File: src/rtl/ptc_pkg.sv
// Package: shared encodings for the pattern confidence tracker.
// Assumes: one outcome event per cycle.
package ptc_pkg;
    // Outcome of a prefetch as reported by the cache.
    typedef enum logic {
        OUT_UNUSED = 1'b0,
        OUT_USED   = 1'b1
    } outcome_e;
endpackage

File: src/rtl/ptc_ratio.sv
// Module: ptc_ratio
// Computes floor(num * MAX / den), with MAX = 2**OUT_W - 1.
// Assumes: num <= den. A zero den yields 0.
module ptc_ratio #(
    parameter int NUM_W = 8,
    parameter int DEN_W = 9,
    parameter int OUT_W = 4
) (
    input  logic [NUM_W-1:0] num,
    input  logic [DEN_W-1:0] den,
    output logic [OUT_W-1:0] q
);
    localparam int PROD_W = NUM_W + OUT_W;
    localparam logic [PROD_W-1:0] MAXW = PROD_W'((1 << OUT_W) - 1);

    logic [PROD_W-1:0] prod;
    logic [PROD_W-1:0] q_full;

    // Scale then divide.
    always_comb begin
        prod   = PROD_W'(num) * MAXW;
        q_full = (den == '0) ? '0 : prod / PROD_W'(den);
        q      = q_full[OUT_W-1:0];
    end

    // the quotient always fits the level range.
    always_comb begin
        if (den != '0) begin
            a_ratio_fits_r4: assert (q_full <= MAXW);
        end
    end
endmodule

File: src/rtl/ptc_sample.sv
// Module: ptc_sample
// Counts one outcome into a used/unused pair and decides a window close.
// Assumes: the caller applies the results only for an accepted event.
module ptc_sample
    import ptc_pkg::*;
#(
    parameter int CNT_W = 8,
    parameter int USE_W = 4
) (
    input  logic [CNT_W-1:0] cur_used,
    input  logic [CNT_W-1:0] cur_unused,
    input  logic             outcome,
    input  logic [CNT_W-1:0] thresh,
    output logic [CNT_W-1:0] nxt_used,
    output logic [CNT_W-1:0] nxt_unused,
    output logic             close,
    output logic [USE_W-1:0] level
);
    localparam int SUM_W = CNT_W + 1;
    localparam logic [CNT_W-1:0] CNT_MAX = '1;

    logic [CNT_W-1:0] inc_used;
    logic [CNT_W-1:0] inc_unused;
    logic [SUM_W-1:0] total;

    // Saturating increment of the counter that matches the outcome.
    always_comb begin
        inc_used   = cur_used;
        inc_unused = cur_unused;
        if (outcome == OUT_USED) begin
            if (cur_used != CNT_MAX) inc_used = cur_used + 1'b1;
        end else begin
            if (cur_unused != CNT_MAX) inc_unused = cur_unused + 1'b1;
        end
        total = {1'b0, inc_used} + {1'b0, inc_unused};
    end

    // Close the window once the event has been counted.
    always_comb begin
        close      = (total >= {1'b0, thresh});
        nxt_used   = close ? '0 : inc_used;
        nxt_unused = close ? '0 : inc_unused;
    end

    ptc_ratio #(
        .NUM_W(CNT_W),
        .DEN_W(SUM_W),
        .OUT_W(USE_W)
    ) u_ratio (
        .num(inc_used),
        .den(total),
        .q  (level)
    );
endmodule

File: src/rtl/ptc_entry.sv
// Module: ptc_entry
// Storage of one table entry: counts and usefulness level.
// Assumes: at most one entry is selected per cycle. Aging is requested
// only on the cycle another entry closes a window at full level.
module ptc_entry #(
    parameter int CNT_W = 8,
    parameter int USE_W = 4
) (
    input  logic             clk,
    input  logic             rst_n,
    input  logic             sel,
    input  logic [CNT_W-1:0] nxt_used,
    input  logic [CNT_W-1:0] nxt_unused,
    input  logic             close,
    input  logic [USE_W-1:0] new_level,
    input  logic             age,
    output logic [CNT_W-1:0] cnt_used,
    output logic [CNT_W-1:0] cnt_unused,
    output logic [USE_W-1:0] level
);
    // Update counts of the selected entry.
    always_ff @(posedge clk) begin
        if (!rst_n) begin
            cnt_used   <= '0;
            cnt_unused <= '0;
        end else if (sel) begin
            cnt_used   <= nxt_used;
            cnt_unused <= nxt_unused;
        end
    end

    // Write a new level on close, or halve it on an aging request.
    always_ff @(posedge clk) begin
        if (!rst_n) begin
            level <= '0;
        end else if (sel && close) begin
            level <= new_level;
        end else if (age) begin
            level <= level >> 1;
        end
    end

    // an aged entry holds half its former level.
    property p_age_halves_r5;
        @(posedge clk) disable iff (!rst_n)
        (age && !(sel && close)) |=> (level == ($past(level) >> 1));
    endproperty
    a_age_halves_r5: assert property (p_age_halves_r5);

    // a window close empties both counts.
    property p_close_clears_r4;
        @(posedge clk) disable iff (!rst_n)
        (sel && close) |=> (cnt_used == '0 && cnt_unused == '0);
    endproperty
    a_close_clears_r4: assert property (p_close_clears_r4);

    // an unselected entry keeps its counts.
    property p_idle_counts_r2;
        @(posedge clk) disable iff (!rst_n)
        !sel |=> ($stable(cnt_used) && $stable(cnt_unused));
    endproperty
    a_idle_counts_r2: assert property (p_idle_counts_r2);
endmodule

File: src/rtl/ptc_global.sv
// Module: ptc_global
// Global confidence over the outcomes of all entries.
// Assumes: same threshold as the per-entry windows; never aged.
module ptc_global #(
    parameter int CNT_W = 8,
    parameter int USE_W = 4
) (
    input  logic             clk,
    input  logic             rst_n,
    input  logic             ev_valid,
    input  logic             outcome,
    input  logic [CNT_W-1:0] thresh,
    output logic [USE_W-1:0] conf
);
    logic [CNT_W-1:0] g_used;
    logic [CNT_W-1:0] g_unused;
    logic [CNT_W-1:0] g_nxt_used;
    logic [CNT_W-1:0] g_nxt_unused;
    logic             g_close;
    logic [USE_W-1:0] g_level;

    ptc_sample #(
        .CNT_W(CNT_W),
        .USE_W(USE_W)
    ) u_sample (
        .cur_used  (g_used),
        .cur_unused(g_unused),
        .outcome   (outcome),
        .thresh    (thresh),
        .nxt_used  (g_nxt_used),
        .nxt_unused(g_nxt_unused),
        .close     (g_close),
        .level     (g_level)
    );

    // Count every accepted outcome and recompute on close.
    always_ff @(posedge clk) begin
        if (!rst_n) begin
            g_used   <= '0;
            g_unused <= '0;
            conf     <= '0;
        end else if (ev_valid) begin
            g_used   <= g_nxt_used;
            g_unused <= g_nxt_unused;
            if (g_close) conf <= g_level;
        end
    end

    // confidence moves only on a close.
    property p_global_moves_on_close_r7;
        @(posedge clk) disable iff (!rst_n)
        !(ev_valid && g_close) |=> $stable(conf);
    endproperty
    a_global_moves_on_close_r7: assert property (p_global_moves_on_close_r7);
endmodule

File: src/rtl/pf_conf_tracker.sv
// Module: pf_conf_tracker (top)
// Per-entry usefulness and global confidence for a prefetch pattern table.
// Assumes: one outcome event per cycle; a shared counting path serves the
// addressed entry, so an event is always counted before its window closes.
module pf_conf_tracker
    import ptc_pkg::*;
#(
    parameter int N_ENT = 64,
    parameter int CNT_W = 8,
    parameter int USE_W = 4
) (
    input  logic                   clk,
    input  logic                   rst_n,
    input  logic [CNT_W-1:0]       samp_thresh,
    input  logic                   ev_valid,
    input  logic                   ev_used,
    input  logic [$clog2(N_ENT)-1:0] ev_idx,
    input  logic [$clog2(N_ENT)-1:0] rd_idx,
    output logic [USE_W-1:0]       rd_usef,
    output logic [N_ENT*USE_W-1:0] usef_flat,
    output logic [USE_W-1:0]       global_conf
);
    localparam int IDX_W = $clog2(N_ENT);
    localparam logic [USE_W-1:0] LVL_MAX = '1;

    logic [CNT_W-1:0] ent_used   [N_ENT];
    logic [CNT_W-1:0] ent_unused [N_ENT];
    logic [USE_W-1:0] ent_level  [N_ENT];

    logic [CNT_W-1:0] sel_used;
    logic [CNT_W-1:0] sel_unused;
    logic [CNT_W-1:0] nxt_used;
    logic [CNT_W-1:0] nxt_unused;
    logic             close;
    logic [USE_W-1:0] new_level;
    logic             age_all;

    // Fetch the counts of the addressed entry.
    always_comb begin
        sel_used   = ent_used[ev_idx];
        sel_unused = ent_unused[ev_idx];
    end

    ptc_sample #(
        .CNT_W(CNT_W),
        .USE_W(USE_W)
    ) u_sample (
        .cur_used  (sel_used),
        .cur_unused(sel_unused),
        .outcome   (ev_used),
        .thresh    (samp_thresh),
        .nxt_used  (nxt_used),
        .nxt_unused(nxt_unused),
        .close     (close),
        .level     (new_level)
    );

    // Request aging when a close reaches full confidence.
    always_comb begin
        age_all = ev_valid && close && (new_level == LVL_MAX);
    end

    for (genvar i = 0; i < N_ENT; i++) begin : g_ent
        logic sel_i;
        assign sel_i = ev_valid && (ev_idx == IDX_W'(i));
        ptc_entry #(
            .CNT_W(CNT_W),
            .USE_W(USE_W)
        ) u_entry (
            .clk       (clk),
            .rst_n     (rst_n),
            .sel       (sel_i),
            .nxt_used  (nxt_used),
            .nxt_unused(nxt_unused),
            .close     (close),
            .new_level (new_level),
            .age       (age_all),
            .cnt_used  (ent_used[i]),
            .cnt_unused(ent_unused[i]),
            .level     (ent_level[i])
        );
        assign usef_flat[i*USE_W +: USE_W] = ent_level[i];
    end

    // Read port.
    always_comb begin
        rd_usef = ent_level[rd_idx];
    end

    ptc_global #(
        .CNT_W(CNT_W),
        .USE_W(USE_W)
    ) u_global (
        .clk     (clk),
        .rst_n   (rst_n),
        .ev_valid(ev_valid),
        .outcome (ev_used),
        .thresh  (samp_thresh),
        .conf    (global_conf)
    );

    // idle cycles leave every level and the confidence untouched.
    property p_idle_no_change_r9;
        @(posedge clk) disable iff (!rst_n)
        !ev_valid |=> ($stable(usef_flat) && $stable(global_conf));
    endproperty
    a_idle_no_change_r9: assert property (p_idle_no_change_r9);

    // the entry closing at full level holds the maximum.
    property p_full_holds_r5;
        @(posedge clk) disable iff (!rst_n)
        age_all |=> (ent_level[$past(ev_idx)] == LVL_MAX);
    endproperty
    a_full_holds_r5: assert property (p_full_holds_r5);

    // a threshold of at most one closes a window on every event.
    property p_unit_window_r6;
        @(posedge clk) disable iff (!rst_n)
        (ev_valid && samp_thresh <= CNT_W'(1)) |-> close;
    endproperty
    a_unit_window_r6: assert property (p_unit_window_r6);
endmodule

File: config.mk
export PLATFORM = sky130hd
export DESIGN_NAME = pf_conf_tracker
export DESIGN_NICKNAME = d
export VERILOG_FILES = /design/src/rtl/ptc_pkg.sv /design/src/rtl/ptc_ratio.sv /design/src/rtl/ptc_sample.sv /design/src/rtl/ptc_entry.sv /design/src/rtl/ptc_global.sv /design/src/rtl/pf_conf_tracker.sv
export SDC_FILE = /design/constraint.sdc
export NUM_CORES = 2
export LEC_CHECK = 0
export ABC_AREA = 1
export ABC_CLOCK_PERIOD_IN_PS = 48400
export BUFFER_PORTS_ARGS = -buffer_cell sky130_fd_sc_hd__buf_2
export CAP_MARGIN = 20
export CORE_ASPECT_RATIO = 0.9
export CORE_MARGIN = 1.5
export CORE_UTILIZATION = 55
export DETAILED_ROUTE_END_ITERATION = 10
export PLACE_DENSITY_LB_ADDON = 0.25
export SYNTH_ARGS = -nofsm -noshare
export SYNTH_HDL_FRONTEND = slang
export SYNTH_SLANG_ARGS = --single-unit
File: constraint.sdc
create_clock -name clk -period 48.4 [get_ports clk]
set_input_delay 2.42 -clock clk [delete_from_list [all_inputs] [get_ports clk]]
set_output_delay 2.42 -clock clk [all_outputs]
set_load 0.05 [all_outputs]
* Yosys cells after proc, flatten, opt, wreduce, memory -nomap -nowiden
Cells that the tools add are included.
** Storage, ports and cells
- Register bits :: 1300
- Output and inout port bits :: 264
** Cells by class
- Eq/ne operators :: 68
- Reductions and logical operators :: 198
- Bitwise operators :: 2
- Order comparisons :: 4
- Div/mod/pow operators :: 2
- Mux-type cells :: 151
- Multipliers :: 2
- $add $sub $neg :: 6
** Operators with widths (count)
- $mux W4 :: 132
- $eq A6 B6 Y1 const B :: 32
- $logic_and A1 B1 Y1 :: 130
- $mux W8 :: 16
- $reduce_bool A2 Y1 :: 64
- $bmux W8 S6 :: 2
- $eq A6 B5 Y1 const B :: 16
- $eq A6 B4 Y1 const B :: 8
- $add A8 B1 Y8 const B :: 4
- $ne A8 B8 Y1 const B :: 4
- $bmux W4 S6 :: 1
- $div A12 B9 Y12 :: 2
- $eq A6 B3 Y1 const B :: 4
- $mul A8 B4 Y12 const B :: 2
- $add A8 B8 Y9 :: 2
- $ge A9 B8 Y1 :: 2
- $logic_not A9 Y1 :: 2
- $ge A7 B7 Y1 const B :: 2
- $not A6 Y7 :: 2
- $eq A6 B2 Y1 const B :: 2
- $eq A6 B1 Y1 const B :: 1
- $logic_not A6 Y1 :: 1
- $eq A4 B4 Y1 const B :: 1
- $reduce_and A2 Y1 :: 1

* Logic depth before layout (Yosys ltp)
- Word-level depth :: 14
- Depth in mapped cells :: 189
- Mapped depth without buffers :: 178

* By module
A second synthesis with hierarchy kept.
** Unflattened totals
- Cells, all modules :: 11874
- Area total of the unflattened synthesis :: 74554.0 um2
** By module, submodules not included
- ptc_entry :: times used 64, area each 760.7 um2, cells an instance 100
- pf_conf_tracker :: times used 1, area each 14400.1 um2, cells an instance 3675
- ptc_ratio :: times used 2, area each 4167.7 um2, cells an instance 632
- ptc_sample (u_global.u_sample) :: times used 1, area each 1219.9 um2, cells an instance 225
- ptc_sample (u_sample) :: times used 1, area each 1204.9 um2, cells an instance 216
- ptc_global :: times used 1, area each 706.9 um2, cells an instance 94

* Worst setup path before layout
OpenSTA, ideal clock, no wires.
- Path kind :: input to register
- From :: input ev_used
- To :: register u_global.conf[0]
- Data arrival time :: 25504 ps
- Library setup time :: 130 ps
- Buffers on the path :: 8
- Slack :: 22766 ps
- Stages :: 164
- Path through :: clkbuf_1 -> clkinv_1 -> clkbuf_1 -> nor2_1 -> inv_1 -> o21ai_0 -> inv_1 -> fa_1 -> fa_1 -> ha_1 -> a21oi_1 -> nand2_1 -> nand2_1 -> nand2_1 -> a21oi_1 -> o21ai_0 -> a21o_1 -> nand2_1 -> [... 128 more ...] -> inv_1 -> a21oi_1 -> nand3_1 -> inv_2 -> clkbuf_1 -> nand2_1 -> o21ai_1 -> ha_1 -> a21oi_1 -> nand3_1 -> nand4_1 -> o211ai_1 -> a21oi_1 -> o211ai_1 -> a21oi_1 -> nand2_1 -> nand2_1 -> a21oi_1
** On the way
- Word-level cells in the longest chain between the ends :: 4
- Elaborated cells between the ends (all ways) :: 9
** Ends and longest elaborated chain
- start: declaration :: RTL line pf_conf_tracker.sv:16 : input logic ev_used,
- $mux W8 :: RTL line ptc_sample.sv:30 : if (outcome == OUT_USED) begin
- $mul A8 B4 Y12 or $add A8 B8 Y9 (tied branches) :: RTL line ptc_ratio.sv:21, ptc_sample.sv:35
- $div A12 B9 Y12, or another cell as far along :: RTL line ptc_ratio.sv:22 : q_full = (den == '0) ? '0 : prod / PROD_W'(den);
- $mux W4 or $reduce_and A2 Y1 (tied branches)
- end signal: assignment :: RTL line ptc_global.sv:45 : if (g_close) conf <= g_level;
- end: declaration :: RTL line ptc_global.sv:13 : output logic [USE_W-1:0] conf
Parallel ways exist; a longest one is shown, timed or not.
A chain may end at the register's enable or synchronous reset.

* Final worst setup path
- From :: input ev_idx[0]
- To :: register g_ent[35].u_entry.level[2]
** On the way
- Word-level cells in the longest chain between the ends :: 13
- Elaborated cells between the ends (all ways) :: 29
** Ends and longest elaborated chain
- start: declaration :: RTL line pf_conf_tracker.sv:17 : input logic [$clog2(N_ENT)-1:0] ev_idx,
- $not A6 Y7 (not written as such) :: RTL line pf_conf_tracker.sv:40, pf_conf_tracker.sv:41
- $bmux W8 S6, on equally long branches :: RTL line pf_conf_tracker.sv:40, pf_conf_tracker.sv:41
- $mux W8, on equally long branches (2 in series) :: RTL line pf_conf_tracker.sv:40, pf_conf_tracker.sv:41
- $add A8 B1 Y8, or another cell as far along :: RTL line ptc_sample.sv:31 : if (cur_used != CNT_MAX) inc_used = cur_used + 1'b1;
- $mux W8, on equally long branches :: RTL line ptc_sample.sv:31, ptc_sample.sv:33
- $mux W8 :: RTL line ptc_sample.sv:30
- $mul A8 B4 Y12 or $add A8 B8 Y9 (tied branches) :: RTL line ptc_ratio.sv:21, ptc_sample.sv:35
- $div A12 B9 Y12 or $logic_not A9 Y1 (tied branches) :: RTL line ptc_ratio.sv:22
- $mux W4 :: RTL line ptc_ratio.sv:22
- $eq A4 B4 Y1 :: RTL line pf_conf_tracker.sv:60 : age_all = ev_valid && close && (new_level == LVL_MAX);
- $logic_and A1 B1 Y1 :: RTL line pf_conf_tracker.sv:60
- $reduce_bool A2 Y1 (no line)
- end signal: assignment :: RTL line ptc_entry.sv:37 : level <= new_level;
- end signal: assignment :: RTL line ptc_entry.sv:39 : level <= level >> 1;
- end: declaration :: RTL line ptc_entry.sv:19 : output logic [USE_W-1:0] level
Parallel ways exist; a longest one is shown, timed or not. The select of a mux whose other input is x is not followed.

==> results.txt <==
----------------------------------------------------
[Synthesis]
  Number of warning messages in the yosys log ... 0
  Post-synthesis register bit count ... 1300
  Cell count after synthesis ... 10459
  Top FF cell, synth ... dfxtp_1
  Syn Std Cell Area ... 0.0696 mm2
  Number of enable-type register cells in the synthesized netlist ... 0
  Synthesized area per cell ... 6.65 um2
  Post-synthesis cell type count ... 62
  Fraction of registers with async set/reset ... 0
  Sequential fraction of the synthesis area ... 0.374
  Net count of the mapped netlist ... 10712

[Cells and area]
  Diodes inserted ... 0
  Number of non-filler instances in the completed layout ... 12008
  Area growth from synthesis to layout ... 7.97%
  Commonest non-fill, non-tap cells in the layout ... nand2_1, o21ai_0, a21oi_1
  Filler cell count ... 11823
  Commonest non-fill, non-tap cell in the layout ... nand2_1
  Fin nets ... 10466
  Proportion of layout cells with a drive suffix above 1 ... 0.0815

[CTS]
  Number of buffers created by CTS ... 133
  Post-CTS setup-driven buffer insertion count ... 0
  CTS Root Cell ... clkbuf_16
  Number of hold-repair buffers added at the cts stage ... 0
  Later-pin clock latency in the skew report ... 800 ps
  Clock transition at the registers of the reported paths ... 60 ps
  Deepest clock path buffer count ... 3
  H-tree level count ... 4
  CTS sink cnt ... 1300
  Post-cts gate resize count ... 0
  CTS tree ... done

[Job]
  Maxcap violations ... 0

[Routing]
  Count of TritonRoute iterations in the first routing pass ... 6
  Routed Antenna Nets ... 0
  Total via count after detailed routing ... 71379
  Detail-routed net length per standard cell ... 20.2 um
  # DRC ... 0
  Via density per instance ... 5.94
  Number of DRC violations after detailed-routing iteration 0 ... 8657
  Sum of routed wire length over all layers ... 242000 um

[Critical path]
  Critical Path Slowest Stage Cell ... buf_4
  Launching point of the worst reg2reg path ... g_ent[30].u_entry.cnt_used[5]
  Largest driver fanout on the critical path ... 120
  Element type at the critical path end ... flip-flop
  Type of the setup path with the least slack ... in -> reg
  Arrival time at the worst endpoint ... 33230 ps
  Setup crit start kind ... primary input
  Critical path required time ... 49080 ps
  Stage delay of the slowest cell on the critical path ... 980 ps
  Worst setup slack for register-to-register paths ... 19800 ps
  Timing startpoint of the critical path ... ev_idx[0]
  Most Frequent Cell on Critical Path ... nand2_1

[Global route]
  Overall routing resource usage ... 0.363
  Maximum number of pins on one net before global-route repair ... 308
  Number of antenna violations at the first check in global routing ... 5
  Number of global-route vias before repair ... 64582
  First-pass GRT wire length ... 371000 um
  Residual overflow from global routing ... 0

[Placement]
  Number of input and output port buffers inserted ... 287
  Post-DP HPWL ... 150000 um
  Routability-driven placement congestion ratio ... 0.992
  Dpl cells ... 11765

[STA]
  Slew @ Worst Pin ... 1330 ps
  Hold violation count in the final report ... 0
  Shortest clock period the worst path allows after layout ... 32550 ps
  Crit share post-route ... 0.673
  Setup Skew ... 45.8 ps
  Count of final max-slew check failures ... 0
  Sum Neg Setup Slack ... 0 ps
  Setup repair after global routing missed its margin ... no
  Setup violators final ... 0
  Fmax achieved ... 30.7 MHz
  Headroom to the max-slew limit ... 0.113

[Hold path]
  Startpoint of the most critical hold path ... u_global.conf[2]
  Path class of the lowest-slack min-delay path ... reg -> reg

[Floorplan]
  Initial Util ... 0.556
  Die Span X ... 378 um
  Floorplan Core Area ... 0.125 mm2
  Floorplan row count ... 123
  I/O pin count ... 288
  Die span in y ... 340 um
  Overall die area ... 0.129 mm2

[Status]
  Outcome ... finished clean

----------------------------------------------------
worst max-delay path, delay by kind of cell:
kind,cells,cell delay [ps]
and+or+nand+nor,67,9210
buffers and inverters,27,5190
AOI/OAI and AO/OA,59,10340
adders and majority gates,16,4900
xor gates and xnor gates,2,590
flip-flops by register name (all words and copies together) (netlist names):
signal                    count
g_ent.u_entry.level         256
u_global.g_used               8
u_global.g_unused             8
g_ent.u_entry.cnt_used      512
u_global.conf                 4
g_ent.u_entry.cnt_unused    512
synth_stat cells (5+ instances only):
| cell | n | area (um2) |
|---|---|---|
| nand3b_1 | 35 | 263 |
| buf_4 | 72 | 541 |
| nand3_2 | 10 | 100 |
| xnor2_1 | 59 | 517 |
| nor2_2 | 7 | 43.8 |
| o221ai_1 | 9 | 78.8 |
| a21oi_2 | 9 | 78.8 |
| fa_1 | 19 | 380 |
| a221oi_1 | 24 | 210 |
| nand3_1 | 443 | 2220 |
| nand2_4 | 10 | 113 |
| ha_1 | 210 | 2630 |
| buf_6 | 34 | 383 |
| a21o_1 | 37 | 278 |
| a21boi_0 | 47 | 353 |
| nand2_1 | 3119 | 11700 |
| o21bai_1 | 34 | 255 |
| inv_1 | 469 | 1760 |
| xor2_1 | 57 | 499 |
| or2_2 | 17 | 106 |
| a211oi_1 | 5 | 37.5 |
| o21a_1 | 6 | 45.0 |
| nand2_2 | 55 | 344 |
| nor2_4 | 6 | 67.6 |
| buf_2 | 124 | 621 |
| inv_2 | 14 | 52.6 |
| a21oi_1 | 1350 | 6760 |
| nand4_1 | 47 | 294 |
| nor2_1 | 710 | 2670 |
| dfxtp_1 | 1300 | 26000 |
| clkbuf_1 | 522 | 1960 |
| o22ai_1 | 10 | 62.6 |
| nor3_1 | 18 | 90.1 |
| dlygate4sd1_1 | 10 | 87.6 |
| o21ai_1 | 28 | 140 |
| o211ai_1 | 7 | 52.6 |
| buf_1 | 20 | 75.1 |
| o21ai_0 | 1458 | 7300 |
| o31ai_1 | 7 | 52.6 |
routing by layer:
layer / GRT usage / part of all wire / up-vias
li1: - / - / 33977
met3: 0.0769 / 0.11 / 726
met5: 0 / 0.00012 / -
met4: 0.193 / 0.058 / 4
met2: 0.547 / 0.43 / 3854
met1: 0.487 / 0.40 / 32818
kinds of logic (layout without fill, tap and decap cells):
| logic type | count (synthesis) | after routing | synth area share |
|---|---|---|---|
| mux | 3 | 3 | 0.000467 |
| simple gates | 4489 | 4489 | 0.260 |
| flops | 1300 | 1300 | 0.374 |
| fa+ha+maj | 229 | 229 | 0.0432 |
| buf+inv | 1275 | 1137 | 0.0802 |
| compound gates | 3047 | 3047 | 0.228 |
| xor+xnor | 116 | 116 | 0.0146 |
cell type report:
cell class                      instances  area, um2  share of cell area
Inverter                              487       1850              0.0246
Tap cell                             1687       2110              0.0281
Multi-Input combinational cell       7884      38300               0.510
Sequential cell                      1300      26000               0.346
Clock buffer                          194       3860              0.0514
Clock inverter                         49        552             0.00734
Timing Repair Buffer                  407       2430              0.0323
final timing paths:
check                               end  cells past startpoint
min reg2reg            u_global.conf[2]                      2
max reg2reg  g_ent[35].u_entry.level[2]                    165
max          g_ent[35].u_entry.level[2]                    171
min                    u_global.conf[2]                      2
through the flow:
step                hold slack [ps]  instance area [um2]  worst slack (ps)   util
floorplan                       445                69600             22770      -
global placement                453                70700             16520  0.565
detailed placement              452                70700             15840  0.565
CTS                             463                75100             16440  0.600
global route                    478                75100             13120  0.600
finish                          463                75100             15850  0.600
Power is not shown: default switching activity piles up to over one toggle a cycle in this logic, so the estimate is an artifact.
